==> config.mk <==
export PLATFORM = sky130hd
export DESIGN_NAME = tim_chan
export DESIGN_NICKNAME = d
export VERILOG_FILES = /design/src/rtl/tim_chan_pkg.sv /design/src/rtl/tim_chan_edge.sv /design/src/rtl/tim_chan_regs.sv /design/src/rtl/tim_chan_out.sv /design/src/rtl/tim_chan.sv
export SDC_FILE = /design/constraint.sdc
export NUM_CORES = 1
export LEC_CHECK = 0
export BUFFER_PORTS_ARGS = -buffer_cell sky130_fd_sc_hd__buf_2
export CAP_MARGIN = 20
export CORE_MARGIN = 2
export CORE_UTILIZATION = 59
export DETAILED_ROUTE_END_ITERATION = 10
export PLACE_DENSITY = 0.87
export REMOVE_ABC_BUFFERS = 1
export SLEW_MARGIN = 20
export SYNTH_ARGS = -nofsm -noshare
export SYNTH_HDL_FRONTEND = slang
export SYNTH_SLANG_ARGS = --single-unit
export TNS_END_PERCENT = 50
==> constraint.sdc <==
create_clock -name clk_i -period 3 [get_ports clk_i]
set_input_delay 0.75 -clock clk_i [delete_from_list [all_inputs] [get_ports clk_i]]
set_output_delay 0.75 -clock clk_i [all_outputs]
set_load 0.005 [all_outputs]
==> src/rtl/tim_chan_pkg.sv <==
package tim_chan_pkg;
  typedef enum logic [1:0] {
    MODE_CAP  = 2'b00,
    MODE_OC   = 2'b01,
    MODE_PWM  = 2'b10,
    MODE_PWMB = 2'b11
  } mode_e;

  typedef enum logic [1:0] {
    EDGE_OFF  = 2'b00,
    EDGE_RISE = 2'b01,
    EDGE_FALL = 2'b10,
    EDGE_ANY  = 2'b11
  } edge_e;

  typedef struct packed {
    logic  max_duty;
    logic  tov;
    logic  pol;
    edge_e edg;
    mode_e mode;
  } ctrl_t;

  localparam logic [1:0] ADDR_CTRL = 2'd0;
  localparam logic [1:0] ADDR_HI   = 2'd2;
  localparam logic [1:0] ADDR_LO   = 2'd3;
endpackage

==> src/rtl/tim_chan_edge.sv <==
module tim_chan_edge
  import tim_chan_pkg::*;
#(
  parameter int SYNC_N = 2
) (
  input  logic  clk_i,
  input  logic  rst_ni,
  input  logic  pin_i,
  input  edge_e edg_i,
  output logic  stb_o
);
  logic sync_s;
  logic prev_q;

  generate
    if (SYNC_N > 1) begin : g_chain
      logic [SYNC_N-1:0] sync_q;
      always_ff @(posedge clk_i or negedge rst_ni) begin
        if (!rst_ni) sync_q <= '0;
        else         sync_q <= {sync_q[SYNC_N-2:0], pin_i};
      end
      assign sync_s = sync_q[SYNC_N-1];
    end else begin : g_single
      logic sync_q;
      always_ff @(posedge clk_i or negedge rst_ni) begin
        if (!rst_ni) sync_q <= 1'b0;
        else         sync_q <= pin_i;
      end
      assign sync_s = sync_q;
    end
  endgenerate

  always_ff @(posedge clk_i or negedge rst_ni) begin
    if (!rst_ni) prev_q <= 1'b0;
    else         prev_q <= sync_s;
  end

  logic rise, fall;
  assign rise = sync_s & ~prev_q;
  assign fall = ~sync_s & prev_q;

  always_comb begin
    unique case (edg_i)
      EDGE_RISE: stb_o = rise;
      EDGE_FALL: stb_o = fall;
      EDGE_ANY:  stb_o = rise | fall;
      default:   stb_o = 1'b0;
    endcase
  end
endmodule

==> src/rtl/tim_chan_regs.sv <==
module tim_chan_regs #(
  parameter int BUS_W = 8,
  localparam int VAL_W = 2 * BUS_W
) (
  input  logic             clk_i,
  input  logic             rst_ni,
  input  logic             wr_hi_i,
  input  logic             wr_lo_i,
  input  logic             rd_hi_i,
  input  logic             rd_lo_i,
  input  logic [BUS_W-1:0] wdata_i,
  input  logic             cap_mode_i,
  input  logic             cap_stb_i,
  input  logic [VAL_W-1:0] cap_val_i,
  output logic [VAL_W-1:0] val_o,
  output logic [VAL_W-1:0] cmp_o,
  output logic             cap_lock_o,
  output logic             cmp_lock_o,
  output logic             cap_evt_o
);
  logic [BUS_W-1:0] hi_q;
  logic [VAL_W-1:0] val_q, cmp_q;
  logic             cap_lock_q, wr_pend_q;

  assign cap_evt_o = cap_stb_i & cap_mode_i & ~cap_lock_q;

  always_ff @(posedge clk_i or negedge rst_ni) begin
    if (!rst_ni) begin
      cap_lock_q <= 1'b0;
      wr_pend_q  <= 1'b0;
    end else begin
      if (rd_lo_i)                   cap_lock_q <= 1'b0;
      else if (rd_hi_i && cap_mode_i) cap_lock_q <= 1'b1;
      if (wr_lo_i)      wr_pend_q <= 1'b0;
      else if (wr_hi_i) wr_pend_q <= 1'b1;
    end
  end

  // value registers have no defined reset state
  always_ff @(posedge clk_i) begin
    if (wr_hi_i) hi_q <= wdata_i;
    if (wr_lo_i) begin
      if (wr_pend_q) begin
        val_q <= {hi_q, wdata_i};
        cmp_q <= {hi_q, wdata_i};
      end else begin
        val_q[BUS_W-1:0] <= wdata_i;
      end
    end else if (cap_evt_o) begin
      val_q <= cap_val_i;
    end
  end

  assign val_o      = val_q;
  assign cmp_o      = cmp_q;
  assign cap_lock_o = cap_lock_q;
  assign cmp_lock_o = wr_pend_q;
endmodule

==> src/rtl/tim_chan_out.sv <==
module tim_chan_out
  import tim_chan_pkg::*;
(
  input  logic  clk_i,
  input  logic  rst_ni,
  input  mode_e mode_i,
  input  logic  pol_i,
  input  logic  tov_i,
  input  logic  max_i,
  input  logic  ovf_i,
  input  logic  match_i,
  output logic  pin_o,
  output logic  max_eff_o,
  output logic  cmp_evt_o
);
  logic pin_q, max_q;

  assign cmp_evt_o = match_i & (mode_i != MODE_CAP);

  always_ff @(posedge clk_i or negedge rst_ni) begin
    if (!rst_ni) begin
      pin_q <= 1'b0;
      max_q <= 1'b0;
    end else begin
      if (ovf_i) max_q <= max_i & tov_i;
      unique case (mode_i)
        MODE_CAP: pin_q <= pin_q;
        MODE_OC:  if (match_i) pin_q <= ~pin_q;
        default: begin
          if (ovf_i && tov_i) pin_q <= pol_i;
          else if (max_q)     pin_q <= pol_i;
          else if (match_i)   pin_q <= ~pol_i;
        end
      endcase
    end
  end

  assign pin_o     = pin_q;
  assign max_eff_o = max_q;
endmodule

==> src/rtl/tim_chan.sv <==
module tim_chan
  import tim_chan_pkg::*;
#(
  parameter int BUS_W  = 8,
  parameter int SYNC_N = 2,
  localparam int CNT_W = 2 * BUS_W
) (
  input  logic             clk_i,
  input  logic             rst_ni,
  input  logic [CNT_W-1:0] cnt_i,
  input  logic             ovf_i,
  input  logic             sel_i,
  input  logic             wr_i,
  input  logic             rd_i,
  input  logic [1:0]       addr_i,
  input  logic [BUS_W-1:0] wdata_i,
  output logic [BUS_W-1:0] rdata_o,
  input  logic             pin_i,
  output logic             pin_o,
  output logic             pin_oe_o,
  output logic             flag_o
);
  ctrl_t            ctrl_q;
  logic             flag_q;
  logic             bus_wr, bus_rd, ctrl_wr, flag_clr;
  logic             cap_stb, cap_evt, cmp_evt, match;
  logic             cap_lock, cmp_lock, max_eff;
  logic [CNT_W-1:0] val, cmp;

  assign bus_wr   = sel_i & wr_i;
  assign bus_rd   = sel_i & rd_i;
  assign ctrl_wr  = bus_wr && (addr_i == ADDR_CTRL);
  assign flag_clr = ctrl_wr && wdata_i[7];

  always_ff @(posedge clk_i or negedge rst_ni) begin
    if (!rst_ni) begin
      ctrl_q <= '0;
      flag_q <= 1'b0;
    end else begin
      if (ctrl_wr) ctrl_q <= ctrl_t'(wdata_i[6:0]);
      if (cap_evt || cmp_evt) flag_q <= 1'b1;
      else if (flag_clr)      flag_q <= 1'b0;
    end
  end

  tim_chan_edge #(.SYNC_N(SYNC_N)) u_edge (
    .clk_i  (clk_i),
    .rst_ni (rst_ni),
    .pin_i  (pin_i),
    .edg_i  (ctrl_q.edg),
    .stb_o  (cap_stb)
  );

  tim_chan_regs #(.BUS_W(BUS_W)) u_regs (
    .clk_i      (clk_i),
    .rst_ni     (rst_ni),
    .wr_hi_i    (bus_wr && (addr_i == ADDR_HI)),
    .wr_lo_i    (bus_wr && (addr_i == ADDR_LO)),
    .rd_hi_i    (bus_rd && (addr_i == ADDR_HI)),
    .rd_lo_i    (bus_rd && (addr_i == ADDR_LO)),
    .wdata_i    (wdata_i),
    .cap_mode_i (ctrl_q.mode == MODE_CAP),
    .cap_stb_i  (cap_stb),
    .cap_val_i  (cnt_i),
    .val_o      (val),
    .cmp_o      (cmp),
    .cap_lock_o (cap_lock),
    .cmp_lock_o (cmp_lock),
    .cap_evt_o  (cap_evt)
  );

  assign match = (cnt_i == cmp) & ~cmp_lock;

  tim_chan_out u_out (
    .clk_i     (clk_i),
    .rst_ni    (rst_ni),
    .mode_i    (ctrl_q.mode),
    .pol_i     (ctrl_q.pol),
    .tov_i     (ctrl_q.tov),
    .max_i     (ctrl_q.max_duty),
    .ovf_i     (ovf_i),
    .match_i   (match),
    .pin_o     (pin_o),
    .max_eff_o (max_eff),
    .cmp_evt_o (cmp_evt)
  );

  always_comb begin
    unique case (addr_i)
      ADDR_CTRL: rdata_o = BUS_W'({flag_q, ctrl_q});
      ADDR_HI:   rdata_o = val[CNT_W-1:BUS_W];
      ADDR_LO:   rdata_o = val[BUS_W-1:0];
      default:   rdata_o = '0;
    endcase
  end

  assign pin_oe_o = (ctrl_q.mode != MODE_CAP);
  assign flag_o   = flag_q;
endmodule

==> impl_metrics.env, run 1 <==
export IMPL_status="complete, no violations"
export IMPL_fmax_mhz=400
export IMPL_grt_total_usage_pct=26.2
export IMPL_wire_per_inst_um=20.4
export IMPL_grt_pass1_vias=1667
export IMPL_setup_tns_ps=0
export IMPL_num_vias=1588
export IMPL_layout_cells_non_filler=266
export IMPL_clk_path_buf_depth=2
export IMPL_drt_wl_total_um=5430
export IMPL_io_pins=44
export IMPL_power_leakage_uw=0.00113
export IMPL_power_per_cell_area_mw_per_mm2=580
export IMPL_hold_path_class="primary input to asynchronous set/reset pin"
export IMPL_hold_viol=0
export IMPL_dp_cells=258
export IMPL_min_period_ps=2500
export IMPL_ir_drop_v=0.000396
export IMPL_cts_buffers=5
export IMPL_drtIter0Drc=165
export IMPL_grt_ovfl_total=0
export IMPL_crit_path_max_incr_delay_ps=370
export IMPL_ant_nets=0
export IMPL_htreeDepth=2
export IMPL_cts_resized_gates=0
export IMPL_grt_max_degree=16
export IMPL_path_max_fanout=12
export IMPL_setup_ws_ps=499
export IMPL_hpwl_um=3890
export IMPL_finalSetupViolations=0
export IMPL_cts_hold_fix_buffers=0
export IMPL_cts_setup_buffers=0
export IMPL_antenna_cells=0
export IMPL_maxCapViolCount=0
export IMPL_firstDrtPassIters=5
export IMPL_die_h_um=68.3
export IMPL_max_slew_worst_pin_slew_ps=545
export IMPL_async_flop_share_pct=27.3
export IMPL_rows=23
export IMPL_clock_sinks=55
export IMPL_synth_edf_count=40
export IMPL_arrival_ps=1750
export IMPL_gp_congestion=0.883
export IMPL_seq_area_frac_synth_pct=64.6
export IMPL_pre_cts_ws_ps=486
export IMPL_avgSynthCellArea_um2=15.0
export IMPL_clock_skew_ps=5.13
export IMPL_crit_top_cell="buf_2"
export IMPL_crit_type="primary input to primary output"
export IMPL_path_cells="buf_2, mux2_1, a22o_1, buf_2"
export IMPL_cp_data_required_time_ps=2250
export IMPL_final_nets=250
export IMPL_start_util_pct=61.0
export IMPL_synthCells=163
export IMPL_syn_to_final_growth_pct=16.7
export IMPL_ys_warn_count=0
export IMPL_worstRegToRegCells=6
export IMPL_maxSlewHeadroom_pct=63.6
export IMPL_syn_area_mm2=0.00244
export IMPL_via_per_inst=5.97
export IMPL_synth_ff_type="edfxtp_1"
export IMPL_worstPathBufferInverterCount=2
export IMPL_grt_pass1_wl_um=8270
export IMPL_synth_cell_types=27
export IMPL_synth_top_area_share_pct=49.2
export IMPL_clk_latency_ps=300
export IMPL_cp_slowest_cell="mux2_1"
export IMPL_cts_tree="built"
export IMPL_path_depth=4
export IMPL_crit_path_start_kind="primary input"
export IMPL_end_kind="primary output"
export IMPL_drc=0
export IMPL_critPathTopFamily="buffers and inverters"
export IMPL_io_buffer_count=43
export IMPL_dieArea_mm2=0.00467
export IMPL_synth_top_cells_by_area="edfxtp_1 49%, dfrtp_1 15%, mux2_2 11%, xnor2_1 4.3%, mux2_1 3.2%"
export IMPL_antenna_found_initial=0
export IMPL_ys_ff_latch=55
export IMPL_fin_crit_sh_pct=83.4
export IMPL_drive_gt1_share_pct=39.4
export IMPL_yosysTopAreaCell="edfxtp_1"
export IMPL_coreArea_mm2=0.00400
export IMPL_clk_pin_slew_ps=90
export IMPL_rsz0062_at_grt="false"
export IMPL_final_max_slew_viol_count=0
export IMPL_cts_root_buf="clkbuf_8"
export IMPL_dieWidth_um=68.3
export IMPL_yosysMostFrequentCell="edfxtp_1"
export IMPL_synthTopCellsByCount="40 x edfxtp_1, 23 x mux2_2, 15 x dfrtp_1"
[state kept, by name (all words and copies together), names as in the netlist]
signal and cells:
u_edge.prev_q 1, u_out.max_eff_o 1, u_regs.cmp_lock_o 1, u_regs.cmp_o 16, flag_o 1, ctrl_q 7, u_edge.g_chain.sync_q 2, u_regs.val_o 16
u_out.pin_o 1, u_regs.cap_lock_o 1, u_regs.hi_q 8
[per-layer routing]
layer  GRT usage, %  routed length (um)
met5              0                   0
met2           47.8                2920
met4           10.8                 102
met3           5.26                 364
met1           29.9                2050
[layout by cell type, fill, tap and decap left out]
| cell type | count |
|---|---|
| mux2_2 | 23 |
| mux2_1 | 7 |
| o21a_1 | 1 |
| xnor2_1 | 12 |
| a21oi_1 | 5 |
| nor4b_1 | 1 |
| nor2_2 | 1 |
| edfxtp_1 | 40 |
| a31o_2 | 1 |
| nand2_1 | 5 |
| buf_2 | 43 |
| dfrtp_1 | 15 |
| o21ai_0 | 3 |
| inv_1 | 6 |
| clkbuf_1 | 1 |
| nor4_2 | 1 |
| nand3_1 | 5 |
| buf_4 | 7 |
| a22o_1 | 8 |
| clkbuf_8 | 7 |
| nand4_1 | 4 |
| nor3_2 | 1 |
| nor2_1 | 6 |
| and3_1 | 2 |
| mux2i_1 | 1 |
| xor2_1 | 5 |
| ha_1 | 2 |
| a31oi_1 | 2 |
| o311ai_2 | 1 |
[path summary, 6_finish.rpt]
path,from,end,slack (ps)
max,addr_i[0],rdata_o[6],500
min,rst_ni,u_regs.cap_lock_o,350
max reg2reg,u_edge.g_chain.sync_q[1],u_regs.val_o[9],1130
min reg2reg,u_edge.g_chain.sync_q[0],u_edge.g_chain.sync_q[1],380
max in group asynchronous,rst_ni,u_out.pin_o,2390
min in group clk_i,u_edge.g_chain.sync_q[0],u_edge.g_chain.sync_q[1],380
[area by class of cell]
cell class              count  area, um^2
multi-input cells          97         818
inverters                   6        22.5
fillers                   272        1150
clock buffers               8         100
flip-flops and latches     55        1580
well taps                  50        62.6
repair buffers             50         268
[logic make-up after synthesis]
| family | count (synthesis) | share of synthesized area (%) |
|---|---|---|
| adders and majority gates | 2 | 1.02 |
| muxes | 31 | 14.2 |
| buffers and inverters | 11 | 1.90 |
| xor gates and xnor gates | 17 | 6.10 |
| AOI/OAI and AO/OA | 21 | 6.36 |
| and+or+nand+nor | 26 | 5.79 |
| DFF | 55 | 64.6 |
[power by group]
group          internal, uW  leakage [uW]  switching [uW]
sequential              892      0.000541            59.4
combinational           129      0.000536             142
clock                   211     0.0000515             219
total                  1230       0.00113             420
[per-stage QoR]
step | util [%] | power [uW] | hold WS [ps] | instance area (um^2)
2_1_floorplan | - | 1100 | 331 | 2420
3_3_place_gp | 68.7 | 1210 | 334 | 2750
3_5_place_dp | 68.7 | 1230 | 365 | 2750
4_1_cts | 71.2 | 1650 | 350 | 2850
5_1_grt | 71.2 | 1720 | 357 | 2850
6_report | 71.2 | 1650 | 347 | 2850
(Power assumes the default switching activity.)
==> inputs of run 2 (changes only) <==
- CORE_UTILIZATION: 59 -> 55
- PLACE_DENSITY: 0.87 -> 0.82
- clock period: 3 -> 2.52 ns (I/O delays scaled with it)
==> impl_metrics.env, run 2 (synthesized netlist as in run 1, its figures left out) <==
export IMPL_worstPathBufferInverterCount=2
export IMPL_crit_type="primary input to primary output"
export IMPL_grt_pass1_vias=1593
export IMPL_coreArea_mm2=0.00432
export IMPL_final_max_slew_viol_count=0
export IMPL_hold_viol=0
export IMPL_fmax_mhz=448
export IMPL_final_common_cell="buf_2"
export IMPL_worstRegToRegCells=5
export IMPL_dieWidth_um=70.6
export IMPL_rsz0062_at_grt="false"
export IMPL_gp_congestion=0.867
export IMPL_path_max_fanout=12
export IMPL_setup_ws_ps=286
export IMPL_status="complete, no violations"
export IMPL_hold_path_class="primary input to asynchronous set/reset pin"
export IMPL_cts_setup_buffers=0
export IMPL_antenna_cells=0
export IMPL_end_kind="primary output"
export IMPL_hpwl_um=3550
export IMPL_start_util_pct=56.5
export IMPL_cp_slowest_cell="mux2_1"
export IMPL_final_nets=253
export IMPL_grt_total_usage_pct=20.9
export IMPL_cts_tree="built"
export IMPL_io_pins=44
export IMPL_clock_sinks=55
export IMPL_cts_hold_fix_buffers=0
export IMPL_min_period_ps=2230
export IMPL_cts_resized_gates=0
export IMPL_arrival_ps=1600
export IMPL_ir_drop_v=0.000511
export IMPL_crit_top_cell="buf_2"
export IMPL_hold_slack_ps=214
export IMPL_clk_pin_slew_ps=90
export IMPL_wire_per_inst_um=17.6
export IMPL_clk_path_buf_depth=2
export IMPL_mostFrequentLayoutCells="43 x buf_2, 40 x edfxtp_1, 23 x mux2_2"
export IMPL_grt_pass1_wl_um=7750
export IMPL_clock_skew_ps=9.67
export IMPL_cp_data_required_time_ps=1890
export IMPL_die_h_um=70.6
export IMPL_dieArea_mm2=0.00499
export IMPL_max_slew_worst_pin_slew_ps=462
export IMPL_ant_nets=0
export IMPL_cts_buffers=5
export IMPL_crit_path_max_incr_delay_ps=360
export IMPL_cts_root_buf="clkbuf_8"
export IMPL_io_buffer_count=43
export IMPL_via_per_inst=5.52
export IMPL_num_vias=1497
export IMPL_syn_to_final_growth_pct=16.9
export IMPL_fin_crit_sh_pct=88.6
export IMPL_drt_wl_total_um=4780
export IMPL_maxSlewHeadroom_pct=69.1
export IMPL_htreeDepth=2
export IMPL_drc=0
export IMPL_power_per_cell_area_mw_per_mm2=666
export IMPL_n_fill_cell=328
export IMPL_crit_path_start_kind="primary input"
export IMPL_maxCapViolCount=0
export IMPL_r2r_slack_ps=710
export IMPL_rows=24
export IMPL_drtIter0Drc=100
export IMPL_pre_cts_ws_ps=274
export IMPL_power_leakage_uw=0.00114
export IMPL_firstDrtPassIters=4
export IMPL_clk_latency_ps=310
export IMPL_path_cells="buf_2, mux2_1, a22o_1, buf_2"
export IMPL_grt_max_degree=16
export IMPL_grt_ovfl_total=0
export IMPL_antenna_found_initial=0
export IMPL_finalSetupViolations=0
export IMPL_path_depth=4
export IMPL_stdcell_area_mm2=0.00285
export IMPL_critPathTopFamily="buffers and inverters"
export IMPL_postPlaceCellArea_mm2=0.00277
export IMPL_drive_gt1_share_pct=39.7
## run 2: cell type report
class                      instances  area [um^2]  share of cell area, %
clock buffer                       7         76.3                   2.67
clock inverter                     1         5.00                  0.175
inverter                           6         22.5                  0.789
multi-input combinational         97          818                   28.7
timing repair buffer              53          290                   10.2
tap                               52         65.1                   2.28
sequential                        55         1580                   55.2
## run 2: report_power, final
part | internal, uW | switching [uW]
clock | 196 | 270
combinational | 156 | 156
sequential | 1060 | 62.8
## run 2: worst paths after layout
kind | start | end
worst min register to register | u_edge.g_chain.sync_q[0] | u_edge.g_chain.sync_q[1]
max in group asynchronous | rst_ni | u_edge.g_chain.sync_q[0]
min in group clk_i | u_edge.g_chain.sync_q[0] | u_edge.g_chain.sync_q[1]
worst max register to register | u_edge.g_chain.sync_q[1] | u_regs.val_o[3]
worst max-delay path | addr_i[0] | rdata_o[6]
worst min-delay path | rst_ni | ctrl_q[2]
## run 2: routing by layer
metal	vias to the layer above	track usage [%]	wire length, um
li1	721	-	-
met4	0	5.03	59
met2	34	35.5	2460
met3	6	5.84	270
met1	736	26.8	1990
met5	-	0	0
## run 2: stage by stage
stage / utilization [%] / setup TNS (ps) / instances / total power [uW]
5_1_grt: 66.0 / 0 / 271 / 1990
2_1_floorplan: - / -663 / 158 / 1310
4_1_cts: 66.0 / 0 / 271 / 1910
3_3_place_gp: 64.1 / 0 / 263 / 1440
3_5_place_dp: 64.1 / 0 / 263 / 1460
6_report: 66.0 / 0 / 271 / 1900
